==> src/rtl/spiByteMasterPkg.sv <==
package spiByteMasterPkg;

  localparam logic [1:0] ADDR_CTRL = 2'd0;
  localparam logic [1:0] ADDR_CFG  = 2'd1;
  localparam logic [1:0] ADDR_DATA = 2'd2;
  localparam logic [1:0] ADDR_BUSY = 2'd3;

  // control register bit positions
  localparam int START_WR_BIT = 0;
  localparam int START_RD_BIT = 1;
  localparam int CS_HIGH_BIT  = 2;
  localparam int MOSI_HIZ_BIT = 3;

  // configuration register bit positions, divider code in [2:0]
  localparam int DIV_W        = 3;
  localparam int CFG_MSB_BIT  = 3;
  localparam int CFG_CPOL_BIT = 4;
  localparam int CFG_TXF_BIT  = 5;
  localparam int CFG_CAPF_BIT = 6;

  typedef enum logic [1:0] {
    ST_IDLE,
    ST_RUN,
    ST_FINISH
  } ctlState_t;

  typedef struct packed {
    logic loadByte;
    logic loadWrite;
    logic shiftTx;
    logic shiftRx;
    logic commitRx;
    logic mosiActive;
    logic msbFirst;
  } dpStrobe_t;

endpackage

==> src/rtl/spiByteCtl.sv <==
module spiByteCtl
  import spiByteMasterPkg::*;
#(
  parameter int BYTE_W   = 8,
  parameter int MAX_CODE = 6
) (
  input  logic                  clk,
  input  logic                  rstN,
  input  logic                  regWrEn,
  input  logic [1:0]            regAddr,
  input  logic [CFG_CAPF_BIT:0] cfgWdata,
  output logic                  busy,
  output logic                  csHigh,
  output logic                  mosiHiz,
  output logic                  sclk,
  output logic [BYTE_W-1:0]     cfgRead,
  output dpStrobe_t             strobes
);

  localparam int EDGE_N = 2 * BYTE_W;
  localparam int EDGE_W = $clog2(EDGE_N);
  localparam int CNT_W  = (MAX_CODE > 0) ? MAX_CODE : 1;
  localparam logic [DIV_W-1:0] MAX_CODE_V = DIV_W'(MAX_CODE);
  localparam logic [EDGE_W-1:0] LAST_EDGE = EDGE_W'(EDGE_N - 1);

  ctlState_t         state;
  logic              csHighQ, hizQ, isWriteQ, sclkQ;
  logic [DIV_W-1:0]  divCode;
  logic              msbQ, cpolQ, txFallQ, capFallQ;
  logic [CNT_W-1:0]  divCnt;
  logic [EDGE_W-1:0] edgeCnt;

  logic              wrCtrl, wrCfg, startReq, accept, tick, lastEdge, fallNow;
  logic [DIV_W-1:0]  effCode;
  logic [CNT_W-1:0]  halfLast;

  assign wrCtrl   = regWrEn && (regAddr == ADDR_CTRL);
  assign wrCfg    = regWrEn && (regAddr == ADDR_CFG);
  assign startReq = wrCtrl && (cfgWdata[START_WR_BIT] || cfgWdata[START_RD_BIT]);
  assign accept   = (state == ST_IDLE) && startReq;

  // clamp the divider code, half period is 2^code clocks
  assign effCode  = (divCode > MAX_CODE_V) ? MAX_CODE_V : divCode;
  assign halfLast = CNT_W'((32'd1 << effCode) - 32'd1);
  assign tick     = (state == ST_RUN) && (divCnt == halfLast);
  assign lastEdge = (edgeCnt == LAST_EDGE);
  assign fallNow  = sclkQ;

  always_ff @(posedge clk or negedge rstN) begin
    if (!rstN) begin
      csHighQ  <= 1'b1;
      hizQ     <= 1'b1;
      divCode  <= MAX_CODE_V;
      msbQ     <= 1'b1;
      cpolQ    <= 1'b0;
      txFallQ  <= 1'b0;
      capFallQ <= 1'b0;
      state    <= ST_IDLE;
      isWriteQ <= 1'b0;
      sclkQ    <= 1'b0;
      divCnt   <= '0;
      edgeCnt  <= '0;
    end else begin
      if (wrCtrl) begin
        csHighQ <= cfgWdata[CS_HIGH_BIT];
        hizQ    <= cfgWdata[MOSI_HIZ_BIT];
      end
      if (wrCfg) begin
        divCode  <= cfgWdata[DIV_W-1:0];
        msbQ     <= cfgWdata[CFG_MSB_BIT];
        cpolQ    <= cfgWdata[CFG_CPOL_BIT];
        txFallQ  <= cfgWdata[CFG_TXF_BIT];
        capFallQ <= cfgWdata[CFG_CAPF_BIT];
      end
      unique case (state)
        ST_IDLE: begin
          sclkQ   <= cpolQ;
          divCnt  <= '0;
          edgeCnt <= '0;
          if (startReq) begin
            state    <= ST_RUN;
            isWriteQ <= cfgWdata[START_WR_BIT];
          end
        end
        ST_RUN: begin
          if (tick) begin
            divCnt  <= '0;
            sclkQ   <= ~sclkQ;
            edgeCnt <= edgeCnt + EDGE_W'(1);
            if (lastEdge) state <= ST_FINISH;
          end else begin
            divCnt <= divCnt + CNT_W'(1);
          end
        end
        ST_FINISH: state <= ST_IDLE;
        default:   state <= ST_IDLE;
      endcase
    end
  end

  always_comb begin
    strobes.loadByte   = accept;
    strobes.loadWrite  = cfgWdata[START_WR_BIT];
    // no MOSI change on the very first edge: bit 0 must survive it
    strobes.shiftTx    = tick && (fallNow == txFallQ) && (edgeCnt != '0);
    strobes.shiftRx    = tick && (fallNow == capFallQ);
    strobes.commitRx   = (state == ST_FINISH) && !isWriteQ;
    strobes.mosiActive = (state != ST_IDLE) && isWriteQ;
    strobes.msbFirst   = msbQ;
  end

  always_comb begin
    cfgRead               = '0;
    cfgRead[DIV_W-1:0]    = divCode;
    cfgRead[CFG_MSB_BIT]  = msbQ;
    cfgRead[CFG_CPOL_BIT] = cpolQ;
    cfgRead[CFG_TXF_BIT]  = txFallQ;
    cfgRead[CFG_CAPF_BIT] = capFallQ;
  end

  assign busy    = (state != ST_IDLE);
  assign csHigh  = csHighQ;
  assign mosiHiz = hizQ;
  assign sclk    = sclkQ;

endmodule

==> src/rtl/spiByteDp.sv <==
module spiByteDp
  import spiByteMasterPkg::*;
#(
  parameter int BYTE_W = 8
) (
  input  logic              clk,
  input  logic              rstN,
  input  logic              wrData,
  input  logic [BYTE_W-1:0] wdata,
  input  dpStrobe_t         strobes,
  input  logic              miso,
  output logic [BYTE_W-1:0] dataQ,
  output logic              mosi
);

  logic [BYTE_W-1:0] txShift, rxShift, dataR;
  logic              txBit;

  always_ff @(posedge clk or negedge rstN) begin
    if (!rstN) begin
      dataR   <= '0;
      txShift <= '0;
      rxShift <= '0;
    end else begin
      if (strobes.commitRx)  dataR <= rxShift;
      else if (wrData)       dataR <= wdata;

      if (strobes.loadByte) begin
        txShift <= strobes.loadWrite ? dataR : '0;
        rxShift <= '0;
      end else begin
        if (strobes.shiftTx) begin
          if (strobes.msbFirst) txShift <= {txShift[BYTE_W-2:0], 1'b0};
          else                  txShift <= {1'b0, txShift[BYTE_W-1:1]};
        end
        if (strobes.shiftRx) begin
          if (strobes.msbFirst) rxShift <= {rxShift[BYTE_W-2:0], miso};
          else                  rxShift <= {miso, rxShift[BYTE_W-1:1]};
        end
      end
    end
  end

  assign txBit = strobes.msbFirst ? txShift[BYTE_W-1] : txShift[0];
  assign mosi  = strobes.mosiActive && txBit;
  assign dataQ = dataR;

endmodule

==> src/rtl/spiByteMaster.sv <==
module spiByteMaster
  import spiByteMasterPkg::*;
#(
  parameter int BYTE_W   = 8,
  parameter int MAX_CODE = 6
) (
  input  logic              clk,
  input  logic              rstN,
  input  logic              regWrEn,
  input  logic [1:0]        regAddr,
  input  logic [BYTE_W-1:0] regWdata,
  output logic [BYTE_W-1:0] regRdata,
  output logic              spiSclk,
  output logic              spiMosi,
  output logic              spiMosiEn,
  input  logic              spiMiso,
  output logic              spiCsN
);

  dpStrobe_t         strobes;
  logic              busy, csHigh, mosiHiz, wrData;
  logic [BYTE_W-1:0] cfgRead, dataQ;

  assign wrData = regWrEn && (regAddr == ADDR_DATA);

  spiByteCtl #(.BYTE_W(BYTE_W), .MAX_CODE(MAX_CODE)) ctl_i (
    .clk      (clk),
    .rstN     (rstN),
    .regWrEn  (regWrEn),
    .regAddr  (regAddr),
    .cfgWdata (regWdata[CFG_CAPF_BIT:0]),
    .busy     (busy),
    .csHigh   (csHigh),
    .mosiHiz  (mosiHiz),
    .sclk     (spiSclk),
    .cfgRead  (cfgRead),
    .strobes  (strobes)
  );

  spiByteDp #(.BYTE_W(BYTE_W)) dp_i (
    .clk     (clk),
    .rstN    (rstN),
    .wrData  (wrData),
    .wdata   (regWdata),
    .strobes (strobes),
    .miso    (spiMiso),
    .dataQ   (dataQ),
    .mosi    (spiMosi)
  );

  always_comb begin
    regRdata = '0;
    unique case (regAddr)
      ADDR_CTRL: begin
        regRdata[CS_HIGH_BIT]  = csHigh;
        regRdata[MOSI_HIZ_BIT] = mosiHiz;
      end
      ADDR_CFG:  regRdata = cfgRead;
      ADDR_DATA: regRdata = dataQ;
      ADDR_BUSY: regRdata[0] = busy;
      default:   regRdata = '0;
    endcase
  end

  assign spiCsN    = csHigh;
  assign spiMosiEn = !mosiHiz;

endmodule

==> config.mk <==
export PLATFORM = sky130hd
export DESIGN_NAME = spiByteMaster
export DESIGN_NICKNAME = d
export VERILOG_FILES = /design/src/rtl/spiByteMasterPkg.sv /design/src/rtl/spiByteCtl.sv /design/src/rtl/spiByteDp.sv /design/src/rtl/spiByteMaster.sv
export SDC_FILE = /design/constraint.sdc
export NUM_CORES = 1
export LEC_CHECK = 0
export BUFFER_PORTS_ARGS = -buffer_cell sky130_fd_sc_hd__buf_4
export CAP_MARGIN = 20
export CORE_ASPECT_RATIO = 0.8
export CORE_UTILIZATION = 30
export CTS_CLUSTER_SIZE = 12
export DETAILED_ROUTE_END_ITERATION = 8
export GPL_TIMING_DRIVEN = 0
export MAX_ROUTING_LAYER = met4
export PLACE_DENSITY_LB_ADDON = 0.25
export REMOVE_ABC_BUFFERS = 1
export SYNTH_ARGS = -nofsm -noshare
export SYNTH_HDL_FRONTEND = slang
export SYNTH_SLANG_ARGS = --single-unit
export TNS_END_PERCENT = 50
==> constraint.sdc <==
create_clock -name clk -period 2.63 [get_ports clk]
set_input_delay 0 -clock clk [delete_from_list [all_inputs] [get_ports clk]]
set_output_delay 0 -clock clk [all_outputs]
set_load 0.02 [all_outputs]
==> summary.md, run 1 <==
| Metric | Value |
|---|---|
| P_sw | `0.966 mW` |
| Synth area leaders | `dfrtp_1, mux2_2, mux2i_1, dfstp_2, nand2_1` |
| Num CTS Buffers | `5` |
| Top_reg_cell synth | `dfrtp_1` |
| Drt wl/cell | `16.8 µm` |
| Initial antenna violation count | `0` |
| TritonCTS clock tree | `yes` |
| Vias in the first global route | `2111` |
| Sequential cell area | `1180 µm²` |
| Largest net degree at the start of global routing | `48` |
| Mapped cell area | `2780 µm²` |
| Final net count | `322` |
| Multi-input logic area | `1510 µm²` |
| Tmin final | `2.45 ns` |
| Status | `complete, but fails checks` |
| RR Startpoint | `ctl_i.divCode[2]$_DFFE_PN1P_` |
| RSZ-0062 raised after global routing | `no` |
| Register-to-Register Path Depth | `5` |
| Area of the core | `9000 µm²` |
| Initial Utilization | `30.9%` |
| Avg Inst Size Synth | `10.0 µm²` |
| # rows | `31` |
| Final setup violation count | `0` |
| Clk pwr share | `24.8%` |
| Slew HR | `43.4%` |
| Register bit count reported by yosys | `47` |
| Max Clk Rate | `409 MHz` |
| FF-to-FF End | `dp_i.rxShift[4]$_DFFE_PN0P_` |
| Flop-to-flop setup slack | `0.18 ns` |
| Post-route insts no fill | `416` |
| Combinational power share | `30.3%` |
| Crit-path max FO | `16` |
| Layout cells sized above 1 | `23.3%` |
| Top-Level Pins | `26` |
| ANT nets after route | `0` |
| CTS root buf | `clkbuf_16` |
| CP Launch Type | `flop` |
| Skew-Pair Late Insertion Delay | `0.29 ns` |
| GRT Total Usage | `16.3%` |
| Total global routing overflow | `0` |
| Seq pwr share | `44.9%` |
| CP Data Required Time | `2.79 ns` |
| Most common cell in the synthesized netlist | `dfrtp_1` |
| Area leader, netlist | `dfrtp_1` |
| Drt total wl | `7.00 mm` |
| Worst-case clock buffer depth | `2` |
| Global placer's final weighted congestion | `0.752` |
| P&R area growth vs syn | `19.1%` |
| Post-synth EDFFs | `0` |
| Register clock-pin slew on the reported worst setup and hold paths | `0.06 ns` |
| Initial DRC count | `144` |
| Fill cell count | `893` |
| Hold Path Depth | `3` |
| Sink Count | `47` |
| Synth warnings | `0` |
| Hold EP | `dp_i.dataQ[7]$_DFFE_PN0P_` |
| Port buffer count | `25` |
| HPWL Detailed | `4.89 mm` |
| Die area | `9650 µm²` |
| P_int | `1.77 mW` |
| Worst Clk Skew | `0.00689 ns` |
| CP Class | `reg2reg` |
| Worst min-delay path category | `in2reg` |
| Hold Fails Final Rpt | `0` |
| Max-slew violations | `0` |
| Final period util | `93.0%` |
| Gate Count Post-Synth | `277` |
| Register area share after synthesis | `42.6%` |
| Die W | `110 µm` |
| Synth top cells by count | `dfrtp_1, nand2_1, mux2i_1` |
| TNS Setup | `0 ns` |
| # H-tree levels | `2` |
| Asr flop ratio synth | `100%` |
| Number of remaining DRC errors | `2` |
| Vias/cell | `5.33` |
| Switching share of total power | `35.4%` |
| Failing checks | `DRC` |
| CP Capture Type | `flop` |
| Peak supply drop | `0.455 mV` |
| Post-synth top area share | `37.9%` |
| PwrDens | `826 nW/µm²` |
| Arr. time, crit path | `2.61 ns` |
| Worst Tran Pin Value | `0.845 ns` |
| Count of cell types in the netlist | `51` |
| Min-Delay Startpoint | `regWdata[7]` |
| Global-route wire length before repair | `11.5 mm` |
| DR vias | `2217` |
| Max Cap Violations | `0` |
| Dpl cells | `399` |
| LEAKAGE | `1.35 nW` |
| ANT cells | `0` |
| Setup bufs post-CTS | `0` |
| DRT Pass-1 Iters | `6` |
| Die height | `88.0 µm` |
## how the worst max path moves through the flow
stage	from	cells past startpoint	end	slack, ns
floorplan	ctl_i.divCode[2]$_DFFE_PN1P_	5	dp_i.rxShift[0]$_DFFE_PN0P_	0.25
global placement	ctl_i.divCode[2]$_DFFE_PN1P_	5	dp_i.rxShift[0]$_DFFE_PN0P_	-0.18
detailed placement	ctl_i.divCode[2]$_DFFE_PN1P_	5	dp_i.rxShift[4]$_DFFE_PN0P_	-0.14
CTS	ctl_i.divCode[2]$_DFFE_PN1P_	5	dp_i.rxShift[4]$_DFFE_PN0P_	0.08
global route	ctl_i.divCode[2]$_DFFE_PN1P_	5	dp_i.rxShift[0]$_DFFE_PN0P_	0.07
finish	ctl_i.divCode[2]$_DFFE_PN1P_	5	dp_i.rxShift[4]$_DFFE_PN0P_	0.18
## routing by layer
layer  GRT usage (%)  wire length [µm]  up-vias
met2            22.9              3110       31
met1            24.0              3640     1102
met5               -                 0        -
met3            3.13               194        7
met4            3.27                56        0
li1                -                 -     1077
## cells in the final DEF (no fill, tap or decap), types with 2 or more instances in the layout
cell type,Yosys,routed
dfrtp_1,42,42
nand2_1,31,31
buf_4,1,26
mux2i_1,17,17
o21ai_0,16,16
mux2_2,16,16
nand3_1,16,16
nor2_1,12,12
o211ai_1,9,9
a31oi_1,9,9
ha_1,8,8
dlygate4sd3_1,0,8
inv_1,7,7
nand4_1,7,7
a211oi_2,6,7
a22oi_1,6,6
nor2b_1,5,5
clkbuf_16,0,5
dfstp_2,5,5
a21oi_1,4,4
xnor2_1,4,4
nor3_1,3,3
a222oi_1,2,2
o21a_1,2,2
a32o_1,2,2
nand2b_1,2,2
o311ai_0,2,2
a211oi_1,3,2
or4_1,2,2
clkbuf_8,0,2
## worst max-delay path: stages (launching register included)
cell	delay, ns
dfstp_2	0.62
or4b_4	0.50
a31oi_4	0.25
a2bb2oi_4	0.41
and3_2	0.42
a211oi_2	0.11
## final cells by class
type | count | share of cell area, %
inverters | 7 | 0.795
flip-flops and latches | 47 | 35.8
well taps | 115 | 4.35
clock buffers | 8 | 4.73
repair buffers | 35 | 8.78
multi-input cells | 204 | 45.6
## state kept, by name, indices dropped and copies added (netlist names), 2 cells and up
register	cells
dp_i.dataQ	8
dp_i.rxShift	8
dp_i.txShift	8
ctl_i.divCnt	6
ctl_i.edgeCnt	4
ctl_i.divCode	3
ctl_i.state	2
## power groups by stage
stage	Clock (mW)	Combinational (mW)	Sequential [mW]
2_1_floorplan	0	0.610	1.15
6_report	0.676	0.827	1.23
3_5_place_dp	0	0.803	1.24
4_1_cts	0.693	0.826	1.23
3_3_place_gp	0	0.786	1.24
5_1_grt	0.720	0.928	1.27
## repair_timing
item                                   in CTS  in global routing
pin swaps                                   0                  0
endpoints found under the hold margin      51                  0
gates cloned                                0                  0
setup endpoints to repair                   8                 14
hold buffers                                8                  0
gates resized for setup                     1                  2
## per-stage QoR
step	power, mW	hold slack, ns	utilization, %	worst slack [ns]	area (µm²)
floorplan	1.76	-0.296	-	0.251	2680
global placement	2.02	0.0611	33.5	-0.184	3020
detailed placement	2.04	0.0562	33.8	-0.136	3040
CTS	2.75	0.0216	36.6	0.0755	3290
global route	2.92	0.0585	36.7	0.0691	3310
finish	2.73	0.0222	36.7	0.183	3310
## cells by family (layout without fill, tap and decap cells)
logic type,after synthesis,count (layout),synth area share (%)
AOI/OAI and AO/OA,68,68,18.7
xor gates and xnor gates,5,5,1.58
adders and majority gates,8,8,3.61
buffers and inverters,26,50,4.28
DFF,47,47,42.6
muxes,33,33,12.6
and+or+nand+nor,90,90,16.6
No activity file was read; power rests on OpenSTA's default activity.
==> inputs of run 2 (changes only) <==
Settings changed: GPL_TIMING_DRIVEN 0 to default.
==> run 2 against run 1 <==
Against the previous run: clock-buffer cell count down 3; global-route usage up 0.53 points; largest power group unchanged; sequential share of layout area up 0.068 points; utilization down 0.070 points; first-iteration DRC count up 13%; clock power down 5.2%; die area unchanged; cell area down 0.19%; critical path depth unchanged; the flow now finishes without violations.
==> summary.md, run 2 (synthesized netlist as in run 1, its figures left out) <==
| Metric | Value |
|---|---|
| Num CTS Buffers | `5` |
| Buf/Inv on CP | `0` |
| Delay-heaviest family, CP | `simple AND/OR/NAND/NOR gates` |
| CP Launch Type | `flop` |
| Top-Level Pins | `26` |
| Setup bufs post-CTS | `0` |
| Skew-Pair Late Insertion Delay | `0.29 ns` |
| Area of the core | `9000 µm²` |
| P_int | `1.72 mW` |
| Worst Tran Pin Value | `0.608 ns` |
| Vias in the first global route | `2184` |
| Post-place setup slack | `0.231 ns` |
| CP Capture Type | `flop` |
| Worst-case clock buffer depth | `2` |
| TNS Setup | `0 ns` |
| Crit-path max FO | `8` |
| Die height | `88.0 µm` |
| LEAKAGE | `1.36 nW` |
| # rows | `31` |
| Sink Count | `47` |
| Seq pwr share | `45.4%` |
| CTS root buf | `clkbuf_16` |
| Initial DRC count | `163` |
| Sequential cell area | `1180 µm²` |
| Max Clk Rate | `416 MHz` |
| CP Class | `reg2reg` |
| Switching share of total power | `36.7%` |
| Slowest CP cell | `dfstp_2` |
| # H-tree levels | `2` |
| Worst min-delay path category | `in2reg` |
| TritonCTS clock tree | `yes` |
| DR vias | `2257` |
| Clk pwr share | `23.6%` |
| Multi-input logic area | `1480 µm²` |
| RSZ-0062 raised after global routing | `no` |
| P_sw | `0.998 mW` |
| Final setup violation count | `0` |
| Peak supply drop | `0.400 mV` |
| Initial Utilization | `30.9%` |
| Vias/cell | `5.36` |
| Crit-path cells | `or4b_4 -> a31oi_4 -> a2bb2oi_2 -> and3_1 -> a211oi_1` |
| Global-route wire length before repair | `11.8 mm` |
| Initial antenna violation count | `0` |
| Drt wl/cell | `17.2 µm` |
| ANT cells | `0` |
| Combinational power share | `31.0%` |
| Dpl cells | `406` |
| Final net count | `327` |
| Status | `finished, final reports clean` |
| Die area | `9650 µm²` |
| Worst Clk Skew | `0.00627 ns` |
| GRT Total Usage | `16.8%` |
| Post-route insts no fill | `421` |
| Total global routing overflow | `0` |
| Number of remaining DRC errors | `0` |
| CP Data Required Time | `2.78 ns` |
| Final period util | `91.5%` |
| Setup WS post-layout | `0.224 ns` |
| Most frequent cells in the layout | `dfrtp_1, buf_4, nand2_1, mux2i_1` |
| ANT nets after route | `0` |
| Most common cell after layout, fill and taps aside | `dfrtp_1` |
| Register clock-pin slew on the reported worst setup and hold paths | `0.07 ns` |
| Max Cap Violations | `0` |
| Arr. time, crit path | `2.56 ns` |
| Global placer's final weighted congestion | `0.774` |
| Port buffer count | `25` |
| HPWL Detailed | `5.20 mm` |
| Tmin final | `2.41 ns` |
| Layout cells sized above 1 | `24.2%` |
| PwrDens | `825 nW/µm²` |
| Slew HR | `59.5%` |
| Drt total wl | `7.24 mm` |
| Hold Fails Final Rpt | `0` |
| Fill cell count | `922` |
| Die W | `110 µm` |
| Largest net degree at the start of global routing | `48` |
| P&R area growth vs syn | `18.8%` |
| Max incr delay on CP | `0.59 ns` |
| Max-slew violations | `0` |
| DRT Pass-1 Iters | `4` |
-- run 2: tightest hold or removal path, delay by kind of cell --
kind / cells / cell delay [ns]
AO/OA/AOI/OAI: 1 / 0.14
buffers and inverters: 1 / 0.08
multiplexers: 1 / 0.05
-- run 2: final cells by class --
| type | instances | area share, % |
|---|---|---|
| Clock inverter | 3 | 0.607 |
| Inverter | 7 | 0.796 |
| Clock buffer | 5 | 3.79 |
| Tap cell | 115 | 4.36 |
| Sequential cell | 47 | 35.8 |
| Multi-Input combinational cell | 204 | 45.0 |
| Timing Repair Buffer | 40 | 9.63 |
-- run 2: power groups by stage --
| stage | combinational, mW | clock, mW | sequential, mW |
|---|---|---|---|
| after floorplan | 0.610 | 0 | 1.15 |
| after global placement | 0.821 | 0 | 1.24 |
| after detailed placement | 0.836 | 0 | 1.24 |
| after CTS | 0.847 | 0.657 | 1.23 |
| after global routing | 0.957 | 0.683 | 1.27 |
| final | 0.844 | 0.641 | 1.24 |
-- run 2: per-stage QoR --
step                hold slack (ns)  util, %  total power [mW]  instance area (µm²)
floorplan                    -0.296        -              1.76                 2680
global placement             0.0607     34.3              2.06                 3080
detailed placement           0.0644     34.3              2.08                 3080
CTS                         0.00959     36.7              2.74                 3300
global route                 0.0500     36.7              2.91                 3300
finish                       0.0139     36.7              2.72                 3300
-- run 2: per-layer routing --
layer  vias to the layer above  track usage (%)  routed length, µm
met1                      1134             25.0               3740
met2                        35             22.9               3160
met4                         0             3.76                 55
met3                         7             3.57                288
met5                         -                -                  0
li1                       1081                -                  -
-- run 2: repair_timing --
item | in CTS | in global routing
resized for setup | 0 | 0
endpoints found under the setup margin | 0 | 0
hold endpoints to repair | 50 | 0
hold buffers | 7 | 0
-- run 2: worst paths after layout --
| kind | slack, ns | end | cells after the start | start |
|---|---|---|---|---|
| setup / recovery | 0.22 | dp_i.rxShift[1]$_DFFE_PN0P_ | 5 | ctl_i.divCode[2]$_DFFE_PN1P_ |
| hold / removal | 0.01 | dp_i.dataQ[7]$_DFFE_PN0P_ | 3 | regWdata[7] |
| setup reg to reg | 0.22 | dp_i.rxShift[1]$_DFFE_PN0P_ | 5 | ctl_i.divCode[2]$_DFFE_PN1P_ |
| hold reg to reg | 0.53 | ctl_i.isWriteQ$_DFFE_PN0P_ | 2 | ctl_i.isWriteQ$_DFFE_PN0P_ |
| max in group asynchronous | 1.96 | ctl_i.isWriteQ$_DFFE_PN0P_ | 2 | rstN |
| min in group asynchronous | 0.25 | ctl_i.cpolQ$_DFFE_PN0P_ | 2 | rstN |
